File: config.mk
export PLATFORM = sky130hd
export DESIGN_NAME = issue_ctrl
export DESIGN_NICKNAME = d
export VERILOG_FILES = /design/src/rtl/issue_pkg.sv /design/src/rtl/issue_arbiter.sv /design/src/rtl/fp_mem_merge.sv /design/src/rtl/sat_counter.sv /design/src/rtl/issue_ctrl.sv
export SDC_FILE = /design/constraint.sdc
export NUM_CORES = 1
export LEC_CHECK = 0
export BUFFER_PORTS_ARGS = -buffer_cell sky130_fd_sc_hd__buf_2
export CORE_ASPECT_RATIO = 2
export CORE_MARGIN = 2
export CORE_UTILIZATION = 55
export DETAILED_ROUTE_END_ITERATION = 8
export GPL_ROUTABILITY_DRIVEN = 1
export PLACE_DENSITY = 0.78
export SYNTH_ARGS = -nofsm -noshare
export SYNTH_HDL_FRONTEND = slang
export SYNTH_SLANG_ARGS = --single-unit
File: constraint.sdc
create_clock -name clk -period 2.81 [get_ports clk]
set_input_delay 0.281 -clock clk [delete_from_list [all_inputs] [get_ports clk]]
set_output_delay 0.281 -clock clk [all_outputs]
set_load 0.02 [all_outputs]
File: src/rtl/issue_pkg.sv
package issue_pkg;

  typedef enum logic [1:0] {
    OP_INT  = 2'd0,
    OP_FADD = 2'd1,
    OP_FMUL = 2'd2,
    OP_FDIV = 2'd3
  } op_class_e;

  typedef enum logic [2:0] {
    SC_NONE = 3'd0,
    SC_RAW  = 3'd1,
    SC_WAW  = 3'd2,
    SC_DIV  = 3'd3,
    SC_FU   = 3'd4,
    SC_EX   = 3'd5
  } stall_cause_e;

  localparam int N_CNT  = 6;
  localparam int IX_RAW = 0;
  localparam int IX_WAW = 1;
  localparam int IX_DIV = 2;
  localparam int IX_FU  = 3;
  localparam int IX_EX  = 4;
  localparam int IX_MEM = 5;

  // Decode-side stall cause; priority: data hazards first, then structure.
  function automatic stall_cause_e pick_cause(
    input logic      valid,
    input op_class_e cls,
    input logic      raw,
    input logic      waw,
    input logic      exb,
    input logic      addb,
    input logic      mulb,
    input logic      divb
  );
    stall_cause_e c;
    c = SC_NONE;
    if (valid) begin
      if (raw)                          c = SC_RAW;
      else if (waw)                     c = SC_WAW;
      else begin
        unique case (cls)
          OP_INT:  c = exb  ? SC_EX  : SC_NONE;
          OP_FADD: c = addb ? SC_FU  : SC_NONE;
          OP_FMUL: c = mulb ? SC_FU  : SC_NONE;
          OP_FDIV: c = divb ? SC_DIV : SC_NONE;
          default: c = SC_NONE;
        endcase
      end
    end
    return c;
  endfunction

  // A bubble goes into execute for every decode stall except execute-busy.
  function automatic logic wants_bubble(input stall_cause_e c);
    return (c == SC_RAW) || (c == SC_WAW) || (c == SC_DIV) || (c == SC_FU);
  endfunction

endpackage

File: src/rtl/issue_arbiter.sv
module issue_arbiter
  import issue_pkg::*;
(
  input  logic         id_valid,
  input  op_class_e    cls,
  input  logic         ex_busy,
  input  logic         add_busy,
  input  logic         mul_busy,
  input  logic         div_busy,
  input  logic         raw_haz,
  input  logic         waw_haz,
  input  logic         jump_taken,
  output stall_cause_e cause,
  output logic         issue_int,
  output logic         issue_add,
  output logic         issue_mul,
  output logic         issue_div,
  output logic         ex_bubble,
  output logic         id_flush
);

  logic go;

  always_comb begin
    cause     = pick_cause(id_valid, cls, raw_haz, waw_haz,
                           ex_busy, add_busy, mul_busy, div_busy);
    go        = id_valid && (cause == SC_NONE);
    issue_int = go && (cls == OP_INT);
    issue_add = go && (cls == OP_FADD);
    issue_mul = go && (cls == OP_FMUL);
    issue_div = go && (cls == OP_FDIV);
    ex_bubble = wants_bubble(cause);
    id_flush  = issue_int && jump_taken;
  end

endmodule

File: src/rtl/fp_mem_merge.sv
module fp_mem_merge #(
  parameter int RDY_W = 2
) (
  input  logic [RDY_W-1:0] fp_ready_cnt,
  input  logic             ex_busy,
  output logic             mem_sel_fp,
  output logic             mem_conflict
);

  localparam logic [RDY_W-1:0] ONE = RDY_W'(1);

  always_comb begin
    mem_sel_fp   = (fp_ready_cnt != '0);
    mem_conflict = mem_sel_fp && (ex_busy || (fp_ready_cnt > ONE));
  end

endmodule

File: src/rtl/sat_counter.sv
module sat_counter #(
  parameter int W = 32
) (
  input  logic         clk,
  input  logic         rst_n,
  input  logic         inc,
  output logic [W-1:0] q
);

  always_ff @(posedge clk) begin
    if (!rst_n)               q <= '0;
    else if (inc && q != '1)  q <= q + W'(1);
  end

endmodule

File: src/rtl/issue_ctrl.sv
module issue_ctrl
  import issue_pkg::*;
#(
  parameter int CNT_W = 32,
  parameter int RDY_W = 2
) (
  input  logic             clk,
  input  logic             rst_n,
  input  logic             id_valid,
  input  logic [1:0]       id_class,
  input  logic             ex_busy,
  input  logic             add_busy,
  input  logic             mul_busy,
  input  logic             div_busy,
  input  logic             raw_haz,
  input  logic             waw_haz,
  input  logic             jump_taken,
  input  logic [RDY_W-1:0] fp_ready_cnt,
  output logic             issue_int,
  output logic             issue_add,
  output logic             issue_mul,
  output logic             issue_div,
  output logic             ex_bubble,
  output logic             id_flush,
  output logic             mem_sel_fp,
  output logic [CNT_W-1:0] cnt_raw,
  output logic [CNT_W-1:0] cnt_waw,
  output logic [CNT_W-1:0] cnt_div,
  output logic [CNT_W-1:0] cnt_fu,
  output logic [CNT_W-1:0] cnt_ex,
  output logic [CNT_W-1:0] cnt_mem
);

  stall_cause_e     cause;
  logic             mem_conflict;
  logic [N_CNT-1:0] stall_inc;
  logic [CNT_W-1:0] cnt_q [N_CNT];

  issue_arbiter u_arb (
    .id_valid   (id_valid),
    .cls        (op_class_e'(id_class)),
    .ex_busy    (ex_busy),
    .add_busy   (add_busy),
    .mul_busy   (mul_busy),
    .div_busy   (div_busy),
    .raw_haz    (raw_haz),
    .waw_haz    (waw_haz),
    .jump_taken (jump_taken),
    .cause      (cause),
    .issue_int  (issue_int),
    .issue_add  (issue_add),
    .issue_mul  (issue_mul),
    .issue_div  (issue_div),
    .ex_bubble  (ex_bubble),
    .id_flush   (id_flush)
  );

  fp_mem_merge #(.RDY_W(RDY_W)) u_merge (
    .fp_ready_cnt (fp_ready_cnt),
    .ex_busy      (ex_busy),
    .mem_sel_fp   (mem_sel_fp),
    .mem_conflict (mem_conflict)
  );

  always_comb begin
    stall_inc         = '0;
    stall_inc[IX_RAW] = (cause == SC_RAW);
    stall_inc[IX_WAW] = (cause == SC_WAW);
    stall_inc[IX_DIV] = (cause == SC_DIV);
    stall_inc[IX_FU]  = (cause == SC_FU);
    stall_inc[IX_EX]  = (cause == SC_EX);
    stall_inc[IX_MEM] = mem_conflict;
  end

  for (genvar g = 0; g < N_CNT; g++) begin : g_cnt
    sat_counter #(.W(CNT_W)) u_c (
      .clk   (clk),
      .rst_n (rst_n),
      .inc   (stall_inc[g]),
      .q     (cnt_q[g])
    );
  end

  assign cnt_raw = cnt_q[IX_RAW];
  assign cnt_waw = cnt_q[IX_WAW];
  assign cnt_div = cnt_q[IX_DIV];
  assign cnt_fu  = cnt_q[IX_FU];
  assign cnt_ex  = cnt_q[IX_EX];
  assign cnt_mem = cnt_q[IX_MEM];

endmodule

==> flow_metrics.env <==
export IMPL_syn_instance_count=1217
export IMPL_cts_tree="yes"
export IMPL_reg2reg_depth=5
export IMPL_worstPathCellList="nand3_1 -> or4_1 -> or4_1 -> or3_1 -> a21oi_1"
export IMPL_clk_pin_slew_ps=70
export IMPL_port_buffers=212
export IMPL_worst_setup_path_start_kind="flop"
export IMPL_gr_total_overflow=0
export IMPL_regToRegSetupSlack_ps=280
export IMPL_die_area_sq_um=18810
export IMPL_drive_above_1_share_pct=20.22
export IMPL_cts_setup_buffers=0
export IMPL_fin_ws_ps=282.7
export IMPL_status="completed"
export IMPL_hold_ws_ps=284.9
export IMPL_finalSetupViolations=0
export IMPL_cpMostUsedCell="or4_1"
export IMPL_clock_latency_ps=440
export IMPL_relSlewSlack_pct=55.80
export IMPL_drc=0
export IMPL_post_drt_wl_per_cell_um=16.87
export IMPL_syn_nets=1237
export IMPL_fin_nets=1442
export IMPL_first_iter_violations=345
export IMPL_hold_class="in -> reg"
export IMPL_top_regs="g_cnt.u_c.q: 192 flops"
export IMPL_synth_main_ff_cell="dfxtp_1"
export IMPL_worstReg2RegStart="g_cnt[5].u_c.q[8]$_SDFFE_PN0P_"
export IMPL_slew_violations=0
export IMPL_fin_crit_ps=2527
export IMPL_ir_worst_vdd_mv=0.4187
export IMPL_hold_path_endpoint="g_cnt[1].u_c.q[7]$_SDFFE_PN0P_"
export IMPL_place_inst=1613
export IMPL_cp_max_fo=7
export IMPL_wirelength_um=27740
export IMPL_ys_warn_count=0
export IMPL_viasPerCell=6.298
export IMPL_vias=10360
export IMPL_ys_types=50
export IMPL_setup_tns_ps=0
export IMPL_crit_type="reg -> reg"
export IMPL_async_flop_share_pct=0
export IMPL_numClockSinks=192
export IMPL_syn2layout_area_growth_pct=20.26
export IMPL_cts_root_buffer="clkbuf_16"
export IMPL_clock_fmax_ghz=0.3957
export IMPL_synth_seq_area_share_pct=39.56
export IMPL_p_per_area_nw_per_um2=464.8
export IMPL_antenna_left=0
export IMPL_die_y_um=192.0
export IMPL_synth_edf_count=0
export IMPL_rsz0062_at_grt="no"
export IMPL_hold_viol=0
export IMPL_syn_area_sq_um=9716
export IMPL_grt_pass1_vias=9302
export IMPL_initial_utilization_pct=56.25
export IMPL_place_area_sq_um=11080
export IMPL_crit_path_end_kind="flop"
export IMPL_fp_row_count=68
export IMPL_cp_top_family="simple AND/OR/NAND/NOR gates"
export IMPL_r2r_end="g_cnt[5].u_c.q[28]$_SDFFE_PN0P_"
export IMPL_grt_max_degree=71
export IMPL_cts_resized=0
export IMPL_antenna_found_initial=1
export IMPL_cts_buffer_depth=2
export IMPL_slowest_delay_ps=680
export IMPL_place_congestion=0.8399
export IMPL_drt_pass1_iter_count=7
export IMPL_finalInstanceArea_sq_um=11680
export IMPL_dpl_hpwl_um=20480
export IMPL_cp_buffers_inverters=0
export IMPL_pre_cts_ws_ps=253.2
export IMPL_worst_slew_pin_slew_ps=653.8
export IMPL_regMostFlops="g_cnt.u_c.q"
export IMPL_grt_first_pass_wirelength_um=44350
export IMPL_hold_start="rst_n"
export IMPL_period_share_pct=89.94
export IMPL_ctsHoldBuffers=0
export IMPL_worstPathArrival_ps=2890
export IMPL_instances_no_fill=1645
export IMPL_finalClockSkew_ps=7.889
export IMPL_track_usage_pct=28.50
export IMPL_die_w_um=97.98
export IMPL_p_leak_nw=4.089
export IMPL_num_fill_cells=1540
export IMPL_largest_reg_flops=192
export IMPL_hold_depth=3
export IMPL_h_tree_depth=4
export IMPL_crit_slowest_cell="or4_1"
export IMPL_syn_area_per_cell_sq_um=7.983
export IMPL_ys_ff_latch=192
export IMPL_numCtsBuffers=17
export IMPL_cp_data_required_time_ps=3180
export IMPL_drv_cap=0
export IMPL_io_pins=213
export IMPL_core_area_sq_um=17270
## final cells by class
cell class / count / area [sq um] / area share [%]
antenna: 1 / 2.502 / 0.02142
clock buffer: 19 / 442.9 / 3.791
clock inverter: 12 / 157.7 / 1.349
inverter: 29 / 111.4 / 0.9531
multi-input combinational: 940 / 5564 / 47.62
sequential: 192 / 3844 / 32.90
tap: 210 / 262.8 / 2.249
timing repair buffer: 242 / 1299 / 11.12
## cells in the mapped netlist (6+ instances only)
master / instances / area (sq um)
dfxtp_1: 192 / 3844
a21oi_1: 147 / 735.7
nand2_1: 105 / 394.1
or3_1: 95 / 594.3
o21ai_0: 93 / 465.5
nand3_1: 74 / 370.4
o31ai_1: 61 / 457.9
or4_1: 59 / 442.9
nand4_1: 58 / 362.9
clkbuf_1: 51 / 191.4
nor2_1: 50 / 187.7
inv_1: 29 / 108.9
nor4_1: 22 / 137.6
mux2i_1: 19 / 190.2
nand2b_1: 19 / 118.9
and4_1: 17 / 148.9
nor3_1: 14 / 70.07
and3_1: 12 / 75.07
xnor2_1: 11 / 96.34
or2_2: 9 / 56.30
xor2_1: 8 / 70.07
ha_1: 6 / 75.07
nor4b_1: 6 / 52.55
## layout by cell type, fill, tap and decap left out, types with 3 or more instances in the layout
master     count
buf_2        212
dfxtp_1      192
a21oi_1      147
nand2_1      105
or3_1         95
o21ai_0       93
nand3_1       74
o31ai_1       60
or4_1         59
nand4_1       58
nor2_1        50
buf_4         29
inv_1         28
nor4_1        20
nand2b_1      19
mux2i_1       19
and4_1        17
clkbuf_16     17
nor3_1        14
and3_1        12
xnor2_1       11
or2_2          9
xor2_1         8
nor4b_1        6
ha_1           6
nor3b_1        5
and2_1         5
o311ai_0       5
o211ai_1       5
o41ai_1        4
o2111ai_1      4
inv_6          4
nor4_2         3
o31a_1         3
a31oi_1        3
bufinv_16      3
clkinv_2       3
## where the power goes
part,total (mW),switching [mW],internal (mW)
clock,2.53,1.10,1.43
sequential,2.74,0.00971,2.73
combinational,0.166,0.119,0.0476
total,5.43,1.23,4.20
## per-layer routing
layer  GRT usage [%]  vias to the layer above  share of wire (%)
li1                -                     5064                  -
met1           29.07                     4956                 37
met2           54.29                      265                 54
met3           5.786                       76                4.7
met4           13.78                        0                4.0
met5               0                        -                  0
## cell families (layout without fill, tap and decap cells)
group                    after synthesis  count (layout)  share of synthesized area (%)
XOR/XNOR                              19              19                          1.713
AO/OA/AOI/OAI                        335             335                          19.92
AND/OR/NAND/NOR                      561             561                          32.72
adder cells (fa/ha/maj)                6               6                         0.7727
multiplexers                          19              19                          1.957
flip-flops                           192             192                          39.56
buffers and inverters                 85             302                          3.348
other                                  0               1                              0
## worst register-to-register path: cells and delay by family (launching register included)
family / cells / cell delay, ps
compound gates: 1 / 150
flops: 1 / 410
simple gates: 4 / 1900
## worst max-delay path by stage
stage                                      endpoint  cells past startpoint                            from
floorplan           g_cnt[5].u_c.q[28]$_SDFFE_PN0P_                      7  g_cnt[5].u_c.q[3]$_SDFFE_PN0P_
global placement    g_cnt[3].u_c.q[14]$_SDFFE_PN0P_                      6                         waw_haz
detailed placement  g_cnt[3].u_c.q[14]$_SDFFE_PN0P_                      6                         waw_haz
CTS                 g_cnt[5].u_c.q[26]$_SDFFE_PN0P_                      5  g_cnt[5].u_c.q[8]$_SDFFE_PN0P_
global route        g_cnt[5].u_c.q[26]$_SDFFE_PN0P_                      5  g_cnt[5].u_c.q[8]$_SDFFE_PN0P_
finish              g_cnt[5].u_c.q[28]$_SDFFE_PN0P_                      5  g_cnt[5].u_c.q[8]$_SDFFE_PN0P_
## metrics by stage
step | util, % | total power [mW]
after global placement | 64.16 | 2.962
final | 67.65 | 5.431
after detailed placement | 64.16 | 2.966
after global routing | 67.63 | 5.579
after floorplan | - | 2.904
after CTS | 67.63 | 5.468
(Power assumes the default switching activity.)
